===== src/rtl/xirq_pkg.sv =====
package xirq_pkg;

    // Options captured once after reset
    typedef struct packed {
        logic level;   // 1: edge plus level, 0: edge only
        logic merge;   // 1: port pins merged into request
    } xirq_cfg_t;

    // Control state of the top level
    typedef struct packed {
        logic      armed;  // options have been captured
        xirq_cfg_t cfg;
    } xirq_ctl_t;

    // Detector state
    typedef struct packed {
        logic prev;  // combined source one clock earlier
        logic pend;  // pending latch
    } xirq_det_t;

endpackage


===== src/rtl/xirq_sync.sv =====
module xirq_sync #(
    parameter int W      = 5,
    parameter int STAGES = 2
) (
    input  logic         clk,
    input  logic         rst_n,
    input  logic [W-1:0] d_i,
    output logic [W-1:0] q_o
);

    localparam int LAST = STAGES - 1;

    logic [STAGES-1:0][W-1:0] chain_d, chain_q;

    always_comb begin
        chain_d[0] = d_i;
        for (int i = 1; i < STAGES; i++) begin
            chain_d[i] = chain_q[i-1];
        end
    end

    always_ff @(posedge clk or negedge rst_n) begin
        if (!rst_n) begin
            chain_q <= '0;
        end else begin
            chain_q <= chain_d;
        end
    end

    assign q_o = chain_q[LAST];

endmodule


===== src/rtl/xirq_merge.sv =====
module xirq_merge #(
    parameter int NUM_PORT = 4
) (
    input  logic                pin_act_i,
    input  logic [NUM_PORT-1:0] port_act_i,
    input  logic                merge_i,
    output logic                comb_o
);

    logic [NUM_PORT-1:0] gated;

    for (genvar k = 0; k < NUM_PORT; k++) begin : g_gate
        assign gated[k] = port_act_i[k] & merge_i;
    end

    assign comb_o = pin_act_i | (|gated);

endmodule


===== src/rtl/xirq_detect.sv =====
module xirq_detect
    import xirq_pkg::*;
(
    input  logic clk,
    input  logic rst_n,
    input  logic act_i,        // combined active-high source, synchronized
    input  logic level_mode_i,
    input  logic clr_i,
    output logic edge_o,
    output logic pend_o,
    output logic active_o
);

    xirq_det_t det_d, det_q;
    logic      edge_now;

    always_comb begin
        edge_now   = act_i & ~det_q.prev;
        det_d      = det_q;
        det_d.prev = act_i;
        // a fresh edge outranks a clear arriving in the same cycle
        det_d.pend = edge_now | (det_q.pend & ~clr_i);
    end

    always_ff @(posedge clk or negedge rst_n) begin
        if (!rst_n) begin
            det_q <= '0;
        end else begin
            det_q <= det_d;
        end
    end

    assign edge_o   = edge_now;
    assign pend_o   = det_q.pend;
    assign active_o = det_q.pend | (level_mode_i & act_i);

endmodule


===== src/rtl/xirq_unit.sv =====
module xirq_unit
    import xirq_pkg::*;
#(
    parameter int NUM_PORT    = 4,
    parameter int SYNC_STAGES = 2
) (
    input  logic                clk,
    input  logic                rst_n,
    input  logic                opt_level_i,
    input  logic                opt_merge_i,
    input  logic                irq_pin_n_i,
    input  logic [NUM_PORT-1:0] port_i,
    input  logic                ack_i,
    input  logic                sw_clr_i,
    input  logic                int_en_i,
    output logic                irq_req_o
);

    localparam int SW = NUM_PORT + 1;

    xirq_ctl_t     ctl_d, ctl_q;
    logic [SW-1:0] raw_act, sync_act;
    logic          comb_w, edge_w, pend_w, active_w, clr_w;

    // option capture on the first clock after reset
    always_comb begin
        ctl_d = ctl_q;
        if (!ctl_q.armed) begin
            ctl_d.armed     = 1'b1;
            ctl_d.cfg.level = opt_level_i;
            ctl_d.cfg.merge = opt_merge_i;
        end
    end

    always_ff @(posedge clk or negedge rst_n) begin
        if (!rst_n) begin
            ctl_q <= '0;
        end else begin
            ctl_q <= ctl_d;
        end
    end

    // normalize to active high before synchronizing
    assign raw_act = {port_i, ~irq_pin_n_i};

    xirq_sync #(.W(SW), .STAGES(SYNC_STAGES)) u_sync (
        .clk   (clk),
        .rst_n (rst_n),
        .d_i   (raw_act),
        .q_o   (sync_act)
    );

    xirq_merge #(.NUM_PORT(NUM_PORT)) u_merge (
        .pin_act_i  (sync_act[0]),
        .port_act_i (sync_act[SW-1:1]),
        .merge_i    (ctl_q.cfg.merge),
        .comb_o     (comb_w)
    );

    assign clr_w = ack_i | sw_clr_i;

    xirq_detect u_det (
        .clk          (clk),
        .rst_n        (rst_n),
        .act_i        (comb_w),
        .level_mode_i (ctl_q.cfg.level),
        .clr_i        (clr_w),
        .edge_o       (edge_w),
        .pend_o       (pend_w),
        .active_o     (active_w)
    );

    assign irq_req_o = active_w & int_en_i;

endmodule


===== config.mk =====
export PLATFORM = sky130hd
export DESIGN_NAME = xirq_unit
export DESIGN_NICKNAME = d
export VERILOG_FILES = /design/src/rtl/xirq_pkg.sv /design/src/rtl/xirq_sync.sv /design/src/rtl/xirq_merge.sv /design/src/rtl/xirq_detect.sv /design/src/rtl/xirq_unit.sv
export SDC_FILE = /design/constraint.sdc
export NUM_CORES = 1
export LEC_CHECK = 0
export BUFFER_PORTS_ARGS = -buffer_cell sky130_fd_sc_hd__buf_2
export CELL_PAD_IN_SITES_DETAIL_PLACEMENT = 1
export CELL_PAD_IN_SITES_GLOBAL_PLACEMENT = 1
export CORE_AREA = 2 2 39 41
export CTS_CLUSTER_SIZE = 20
export DETAILED_ROUTE_END_ITERATION = 10
export DIE_AREA = 0 0 41 43
export HOLD_SLACK_MARGIN = 0.12
export PLACE_DENSITY_LB_ADDON = 0.08
export SYNTH_ARGS = -nofsm -noshare
export SYNTH_HDL_FRONTEND = slang
export SYNTH_SLANG_ARGS = --single-unit

===== constraint.sdc =====
create_clock -name clk -period 2 [get_ports clk]
set_input_delay 0.1 -clock clk [delete_from_list [all_inputs] [get_ports clk]]
set_output_delay 0.1 -clock clk [all_outputs]
set_load 0.02 [all_outputs]

==> flow_summary.ini, run 1 <==
[power]
comb_power_share_pct = 9.8
sequentialPowerShare_pct = 61.1
vdd_drop_max_v = 0.000402
power.leakage_nw = 0.312
clock_power_share_pct = 29.1
intPower_uw = 430
switchingPower_uw = 118
power.density_nw_per_um2 = 816
sw_frac_of_total_pct = 21.5

[worst_setup_path]
cp_max_fo = 3
end_kind = output port
r2r_end = u_det.pend_o
reg2reg_depth = 2
ff2ff_setup_slack_ns = 0.96
startpoint_type = flip-flop
reg2reg_from = u_sync.q_o[4]
arrival_ns = 1.34
crit_type = reg2out
crit_required_ns = 1.90
crit_path_start = u_sync.q_o[4]

[clock_tree]
htreeDepth = 1
clock_path_buffers = 2
clock_latency_ns = 0.27
cts_resized = 0
cts_buffers = 3
clk_pin_slew_ns = 0.08
cts_tree = yes
cts_num_sinks = 15
clockRootBuffer = clkbuf_4

[global_routing]
grt_max_degree = 16
grt-ovfl-total = 0
grt_pass1_vias = 352
grt_util_all_layers_pct = 13.6
grt_pass1_wl_um = 1520
antenna_found_initial = 0

[synth]
synth_edf_count = 0
synthFlopType = dfrtp_1
synth.most_common_cell = dfrtp_1
ys_warn_count = 0
synthCells = 30
yosysSeqAreaShare_pct = 77.5
async_flop_share_pct = 100
yosys.area.top_type = dfrtp_1
ys_ff_latch = 15
synth_area_leaders = dfrtp_1 (78%), mux2_2 (4.7%), nor4_4 (4.4%)
avgSynthCellArea_um2 = 16.1
synthesis.nets = 42
synth_cell_types = 12
synth.top_cell.area_share_pct = 77.5
syn-cell-area_um2 = 484
synth.top_cells.by_count = dfrtp_1 (15), inv_1 (3), mux2_2 (2), nand3_1 (2)

[die]
boundaryPins = 13
die_x_um = 41
rows = 14
dieArea_um2 = 1760
core-area_um2 = 1380
die_y_um = 43
initial_core_util_pct = 35.0

[min_path]
worstHoldStart = sw_clr_i
holdPathStages = 3
hold_class = in2reg
min_to = u_det.pend_o

[sta]
hold_violations = 0
setup_viol = 0
timing.hold.ws_ns = 0.177
max_freq_mhz = 696
finalCritPeriodShare_pct = 71.8
setup_tns_ns = 0
rsz0062_at_grt = no
report.final.slew_viol_count = 0
fin_crit_ns = 1.44
fin_skew_ns = 0.00188

[placed_design]
numPortBuffers = 12
gp_congestion = 0.611
hpwl_um = 645

[layout]
n_fill_cell = 152
syn_to_final_growth_pct = 38.5
nets = 67
n_antenna_cell = 0
drive_above_1_share_pct = 33.3

[drt]
via_per_inst = 4.34
drc_errors = 0
vias = 304
wl_per_cell_um = 12.8
finalWirelength_um = 893
drtIter0Drc = 2
drt-pass1-iter-count = 2
postRouteAntennaNets = 0

[run_status]
outcome = finished, final reports clean

[flow_run]
maxCapViolations = 0
-- kinds of logic after synthesis --
group                  count (synthesis)  share of synthesized area [%]
AO/OA/AOI/OAI                          3                           4.39
buffers and inverters                  3                           2.33
flip-flops                            15                           77.5
multiplexers                           2                           4.65
other                                  1                          0.774
AND/OR/NAND/NOR                        6                           10.3
-- registers in the layout, indices dropped and copies added (netlist names) --
name            cells
u_det.pend_o        1
u_sync.chain_d      5
ctl_q               3
u_det.det_q         1
u_sync.q_o          5
-- critical path, stage by stage (launching register included) --
cell and delay [ns]:
dfrtp_1 0.40, nor4_4 0.32, o211ai_1 0.16, buf_2 0.18
-- what timing repair did --
action | CTS | global route
hold buffers | 8 | 0
hold endpoints to repair | 22 | 0
setup buffers | 0 | 0
-- layout make-up --
cell class / instances / area [um^2] / area share, %
Clock buffer: 4 / 26.3 / 3.92
Sequential cell: 15 / 375 / 56.0
Timing Repair Buffer: 20 / 140 / 20.9
Inverter: 3 / 11.3 / 1.68
Tap cell: 16 / 20.0 / 2.99
Multi-Input combinational cell: 12 / 97.6 / 14.6
-- power groups by stage --
stage / registers, mW / clock network, mW / logic, mW
floorplan: 0.337 / 0 / 0.0190
global placement: 0.339 / 0 / 0.0378
detailed placement: 0.341 / 0 / 0.0419
CTS: 0.335 / 0.170 / 0.0537
global route: 0.337 / 0.188 / 0.0595
finish: 0.335 / 0.160 / 0.0534
-- cells in the final DEF, fill, tap and decap left out --
| cell type | synthesis | layout |
|---|---|---|
| inv_1 | 3 | 3 |
| o211ai_1 | 1 | 1 |
| nand2_1 | 1 | 1 |
| nand2b_1 | 1 | 1 |
| mux2_2 | 2 | 2 |
| clkbuf_1 | 0 | 1 |
| nand3_1 | 2 | 2 |
| conb_1 | 1 | 1 |
| dfrtp_1 | 15 | 15 |
| dlygate4sd3_1 | 0 | 8 |
| o221ai_1 | 1 | 1 |
| buf_2 | 0 | 12 |
| or3b_1 | 1 | 1 |
| o21ai_0 | 1 | 1 |
| clkbuf_4 | 0 | 3 |
| nor4_4 | 1 | 1 |
-- worst max-delay path by stage --
stage | to | slack [ns] | depth (start not counted)
6_report | irq_req_o | 0.56 | 3
4_1_cts | irq_req_o | 0.56 | 3
2_1_floorplan | irq_req_o | 0.99 | 2
5_1_grt | irq_req_o | 0.48 | 3
3_5_place_dp | irq_req_o | 0.86 | 3
3_3_place_gp | irq_req_o | 0.92 | 3
-- through the flow --
stage               area (um^2)  utilization [%]  worst slack, ns  power, mW  std cells
floorplan                   484                -            0.989      0.356         30
global placement            564             40.8            0.925      0.377         58
detailed placement          564             40.8            0.864      0.383         58
CTS                         671             48.5            0.561      0.559         70
global route                671             48.5            0.481      0.585         70
finish                      671             48.5            0.564      0.547         70
-- layer usage --
metal / wire length (um) / up-vias / global-route usage, %
met2: 488 / 12 / 22.5
met3: 64 / 0 / 5.24
met4: 0 / 0 / 6.00
met1: 340 / 146 / 14.3
li1: - / 146 / -
met5: 0 / - / 0
Power figures use the tool's default switching activity.
==> run 2: changes to the inputs <==
--- a/config.mk
+++ b/config.mk
@@ -8,10 +8,10 @@
 export BUFFER_PORTS_ARGS = -buffer_cell sky130_fd_sc_hd__buf_2
 export CELL_PAD_IN_SITES_DETAIL_PLACEMENT = 1
 export CELL_PAD_IN_SITES_GLOBAL_PLACEMENT = 1
-export CORE_AREA = 2 2 39 41
+export CORE_MARGIN = 2
+export CORE_UTILIZATION = 34
 export CTS_CLUSTER_SIZE = 20
 export DETAILED_ROUTE_END_ITERATION = 10
-export DIE_AREA = 0 0 41 43
 export HOLD_SLACK_MARGIN = 0.12
 export PLACE_DENSITY_LB_ADDON = 0.08
 export SYNTH_ARGS = -nofsm -noshare
==> constraint.sdc (replaced) <==
create_clock -name clk -period 1.2 [get_ports clk]
set_input_delay 0.06 -clock clk [delete_from_list [all_inputs] [get_ports clk]]
set_output_delay 0.06 -clock clk [all_outputs]
set_load 0.02 [all_outputs]
==> run 2 against run 1 <==
  * The run now ends with negative setup slack left
  * Largest power group unchanged
  * Power up 71%
  * Highest routed layer is now met4
  * Final area up 5.4%
  * Sequential power up 67%
  * Flip-flop and latch count unchanged
  * Die area down 1.2%
  * Clock skew up 0.0030 ns
  * Sequential share of layout area down 2.9 points
==> flow_summary.ini, run 2 (synthesized netlist as in run 1, its figures left out) <==
[sta]
fin_skew_ns = 0.00493
max_freq_mhz = 748
finalCritPeriodShare_pct = 111
report.final.slew_viol_count = 0
setup_viol = 1
postLayoutSetupSlackWorst_ns = -0.136
hold_violations = 0
rsz0062_at_grt = yes
fin_crit_ns = 1.34

[die]
boundaryPins = 13
dieArea_um2 = 1740
die_y_um = 41.7
die_x_um = 41.7
core-area_um2 = 1320
rows = 13
initial_core_util_pct = 36.8

[worst_setup_path]
crit_required_ns = 1.14
end_kind = output port
cp_max_fo = 2
crit_type = reg2out
startpoint_type = flip-flop
arrival_ns = 1.28

[min_path]
hold_class = in2async

[layout]
final_cells = 72
n_antenna_cell = 0
fin_util_pct = 53.7
final_cell_area_um2 = 707
syn_to_final_growth_pct = 46.0
layout_common_cells = dfrtp_1 (15), buf_2 (11), dlygate4sd3_1 (10)
drive_above_1_share_pct = 36.8
final_common_cell = dfrtp_1
nets = 70

[placed_design]
dpl_worst_slack_ns = 0.122
numPortBuffers = 12
hpwl_um = 637
dp_cells = 57
dpl_cell_area_um2 = 563
gp_congestion = 0.775

[drt]
via_per_inst = 4.65
finalWirelength_um = 954
wl_per_cell_um = 13.3
drtIter0Drc = 5
postRouteAntennaNets = 0
drc_errors = 0
vias = 335
drt-pass1-iter-count = 4

[clock_tree]
clockRootBuffer = clkbuf_4
cts_tree = yes
clock_path_buffers = 2
htreeDepth = 1
cts_buffers = 3
clk_pin_slew_ns = 0.09
clock_latency_ns = 0.28
cts_num_sinks = 15

[global_routing]
grt_max_degree = 16
grt_util_all_layers_pct = 13.8
grt_pass1_wl_um = 1680
grt-ovfl-total = 0
antenna_found_initial = 0
grt_pass1_vias = 427

[power]
power.density_nw_per_um2 = 1330
power.leakage_nw = 0.331
vdd_drop_max_v = 0.000714

[flow_run]
maxCapViolations = 0

[run_status]
failed_checks = negative setup slack
outcome = finished with violations
==> run 2: routing by layer <==
metal | GRT usage, % | up-vias | routed length [um]
li1 | - | 154 | -
met1 | 12.8 | 163 | 334
met2 | 22.8 | 15 | 536
met3 | 5.65 | 3 | 60
met4 | 12.3 | 0 | 22
met5 | 0 | - | 0
==> run 2: area by class of cell <==
class	count	area, um^2
Inverter	3	11.3
Fill cell	144	611
Clock inverter	1	5.00
Clock buffer	3	22.5
Tap cell	15	18.8
Multi-Input combinational cell	12	104
Timing Repair Buffer	23	170
Sequential cell	15	375
==> run 2: final timing paths <==
check / from / endpoint / slack, ns / cells after the start
worst min-delay path: rst_n / u_sync.chain_d[6] / 0.20 / 2
worst max register to register: u_sync.q_o[4] / u_det.pend_o / 0.11 / 3
worst max-delay path: u_sync.q_o[4] / irq_req_o / -0.14 / 3
worst min register to register: u_sync.chain_d[6] / u_sync.q_o[1] / 0.36 / 0
min in group clk: u_sync.chain_d[6] / u_sync.q_o[1] / 0.36 / 0
max in group asynchronous: rst_n / u_sync.q_o[0] / 0.76 / 2
==> run 2: repair_timing <==
action,CTS,global route
endpoints found under the setup margin,1,2
endpoints found under the hold margin,23,1
hold buffers,9,1
resized for setup,1,1
setup buffers,1,1
pin swaps,2,1
==> run 2: critical path, stage by stage (launching register included) <==
cell      delay, ns
dfrtp_1        0.40
nor4_4         0.31
o211ai_1       0.12
buf_4          0.16
==> run 2: where the power goes <==
part	internal (mW)	switching [mW]	leakage [nW]	total, mW
clock network	0.124	0.156	0.0177	0.279
logic	0.0599	0.0400	0.138	0.100
registers	0.538	0.0207	0.174	0.558
total	0.721	0.216	0.331	0.938
==> run 2: stage by stage <==
step                power [mW]  setup TNS, ns  hold WS [ns]
floorplan                0.594              0        -0.236
finish                   0.938         -0.136         0.202
global placement         0.629              0       -0.0340
detailed placement       0.638              0       -0.0281
global route             0.991         -0.207         0.227
CTS                      0.946         -0.136         0.125
==> run 3: changes to the inputs <==
--- a/config.mk
+++ b/config.mk
@@ -5,11 +5,12 @@
 export SDC_FILE = /design/constraint.sdc
 export NUM_CORES = 1
 export LEC_CHECK = 0
+export ABC_AREA = 1
 export BUFFER_PORTS_ARGS = -buffer_cell sky130_fd_sc_hd__buf_2
 export CELL_PAD_IN_SITES_DETAIL_PLACEMENT = 1
 export CELL_PAD_IN_SITES_GLOBAL_PLACEMENT = 1
 export CORE_MARGIN = 2
-export CORE_UTILIZATION = 34
+export CORE_UTILIZATION = 33
 export CTS_CLUSTER_SIZE = 20
 export DETAILED_ROUTE_END_ITERATION = 10
 export HOLD_SLACK_MARGIN = 0.12
==> run 3 against run 2 <==
  * Power down 1.6%
  * Fmax grew 9.9%
  * Largest cell class unchanged
  * Clock power is 2% lower
  * Highest routed layer is now met3
  * Combinational power barely moved
  * Non-clock buffer count did not move
  * First-iteration DRC count decreased by 100%
  * The run still ends with negative setup slack left
  * Register-to-register slack better by 0.07 ns
  * Critical path depth is 4 higher
  * Hold slack got worse by 0.0050 ns
  * Sequential share of layout area grew 1.4 points
==> flow_summary.ini, run 3 <==
[power]
sw_frac_of_total_pct = 22.1
total_power_uw = 923
sequentialPowerShare_pct = 59.5
comb_power_share_pct = 10.9
power.density_nw_per_um2 = 1340
switchingPower_uw = 204
vdd_drop_max_v = 0.000764
intPower_uw = 719
clock_power_share_pct = 29.6
power.leakage_nw = 0.345

[clock_tree]
clockRootBuffer = clkbuf_4
cts_buffers = 3
cts_num_sinks = 15
clock_path_buffers = 2
clock_latency_ns = 0.28
clk_pin_slew_ns = 0.09
htreeDepth = 1
cts_tree = yes

[sta]
timing.hold.ws_ns = 0.197
postLayoutSetupSlackWorst_ns = -0.0158
finalCritPeriodShare_pct = 101
fin_crit_ns = 1.22
max_freq_mhz = 822
report.final.slew_viol_count = 0
setup_viol = 1
fin_skew_ns = 0.00663
rsz0062_at_grt = yes
hold_violations = 0
setup_tns_ns = -0.0158

[global_routing]
grt_max_degree = 16
antenna_found_initial = 0
grt-ovfl-total = 0
grt_pass1_vias = 374
grt_pass1_wl_um = 1630
grt_util_all_layers_pct = 13.0

[synth]
ys_ff_latch = 15
yosys.area.top_type = dfrtp_1
synth.top_cells.by_count = dfrtp_1 (15), inv_1 (5), nand2_1 (3)
synthesis.nets = 44
synthFlopType = dfrtp_1
async_flop_share_pct = 100
syn-cell-area_um2 = 468
synthCells = 32
synth.most_common_cell = dfrtp_1
synth_edf_count = 0
synth_cell_types = 9
ys_warn_count = 0
yosysSeqAreaShare_pct = 80.2
avgSynthCellArea_um2 = 14.6
synth_area_leaders = dfrtp_1 (80%), mux2_2 (4.8%), inv_1 (4.0%)
synth.top_cell.area_share_pct = 80.2

[drt]
via_per_inst = 4.18
vias = 309
drtIter0Drc = 0
wl_per_cell_um = 11.3
drc_errors = 0
drt-pass1-iter-count = 1
finalWirelength_um = 833
postRouteAntennaNets = 0

[die]
initial_core_util_pct = 35.5
dieArea_um2 = 1740
core-area_um2 = 1320
boundaryPins = 13
die_x_um = 41.7
die_y_um = 41.7
rows = 13

[placed_design]
numPortBuffers = 12
dp_cells = 59
dpl_cell_area_um2 = 547
dpl_worst_slack_ns = 0.250
hpwl_um = 590
gp_congestion = 0.668

[worst_setup_path]
reg2reg_from = u_sync.q_o[1]
crit_chain = nor2_1 -> nand2_1 -> nand2_1 -> nand2_2 -> nand2_2 -> a21oi_2 -> buf_6
cp_slowest_cell = dfrtp_1
startpoint_type = flip-flop
r2r_end = u_det.pend_o
crit_required_ns = 1.14
cp_max_fo = 2
crit_type = reg2out
arrival_ns = 1.16
critical_path.max_stage_delay_ns = 0.37
end_kind = output port
ff2ff_setup_slack_ns = 0.18
reg2reg_depth = 7

[run_status]
outcome = finished with violations
failed_checks = negative setup slack

[layout]
final_cells = 74
syn_to_final_growth_pct = 47.1
drive_above_1_share_pct = 37.3
layout_common_cells = dfrtp_1 (15), buf_2 (11), dlygate4sd3_1 (10)
nets = 72
fin_util_pct = 52.2
n_antenna_cell = 0
final_cell_area_um2 = 688
final_common_cell = dfrtp_1

[min_path]
hold_class = in2async

[flow_run]
maxCapViolations = 0
## run 3: changes by cell type after synthesis
| cell | before | now |
|---|---|---|
| inv_1 | 3 | 5 |
| nor2_1 | 0 | 2 |
| o211ai_1 | 1 | 0 |
| o31ai_1 | 0 | 1 |
| or3b_1 | 1 | 0 |
| a21oi_2 | 0 | 1 |
| nand3_1 | 2 | 0 |
| o221ai_1 | 1 | 0 |
| nand2_2 | 0 | 2 |
| nand2b_1 | 1 | 0 |
| nor4_4 | 1 | 0 |
| o21ai_0 | 1 | 0 |
| nand2_1 | 1 | 3 |
## run 3: cells by family (layout without fill, tap and decap cells)
group / after synthesis / count (layout) / share of synthesized area (%)
DFF: 15 / 15 / 80.2
other: 1 / 1 / 0.801
and+or+nand+nor: 7 / 7 / 6.68
muxes: 2 / 2 / 4.81
buffers and inverters: 5 / 32 / 4.01
AOI/OAI and AO/OA: 2 / 2 / 3.48
## run 3: area by class of cell
| cell class | instances | area [um^2] |
|---|---|---|
| repair buffers | 23 | 174 |
| multi-input cells | 12 | 73.8 |
| inverters | 5 | 18.8 |
| well taps | 15 | 18.8 |
| fillers | 141 | 629 |
| clock inverters | 1 | 5.00 |
| flip-flops and latches | 15 | 375 |
| clock buffers | 3 | 22.5 |
## run 3: metal layers
metal | wire length (um) | track usage [%]
met1 | 307 | 13.9
met2 | 499 | 23.1
met3 | 25 | 3.91
met4 | 0 | 5.81
met5 | 0 | 0
## run 3: how the worst max path moves through the flow
stage,start,to,slack (ns),cells past startpoint
after global placement,u_sync.q_o[4],irq_req_o,0.26,7
after detailed placement,u_sync.q_o[1],irq_req_o,0.25,7
after CTS,u_sync.q_o[3],irq_req_o,-0.04,7
after global routing,u_sync.q_o[1],irq_req_o,-0.12,7
final,u_sync.q_o[1],irq_req_o,-0.02,7
after floorplan,u_sync.q_o[1],irq_req_o,0.35,6
## run 3: critical path, delay by kind of cell, from the launching register on
| family | cells | cell delay, ns |
|---|---|---|
| and+or+nand+nor | 5 | 0.35 |
| DFF | 1 | 0.37 |
| buffers and inverters | 1 | 0.12 |
| AOI/OAI and AO/OA | 1 | 0.05 |
## run 3: power groups by stage
stage | clock network, mW | logic (mW) | registers (mW)
2_1_floorplan | 0 | 0.0333 | 0.555
3_3_place_gp | 0 | 0.0629 | 0.557
6_report | 0.274 | 0.100 | 0.549
3_5_place_dp | 0 | 0.0684 | 0.560
4_1_cts | 0.283 | 0.100 | 0.550
5_1_grt | 0.325 | 0.113 | 0.553
## run 3: timing repair
action,in CTS,in global routing
gates resized for setup,1,1
hold buffers,10,0
endpoints found under the setup margin,1,1
endpoints found under the hold margin,23,0
buffers inserted,1,0
pin swaps,4,3
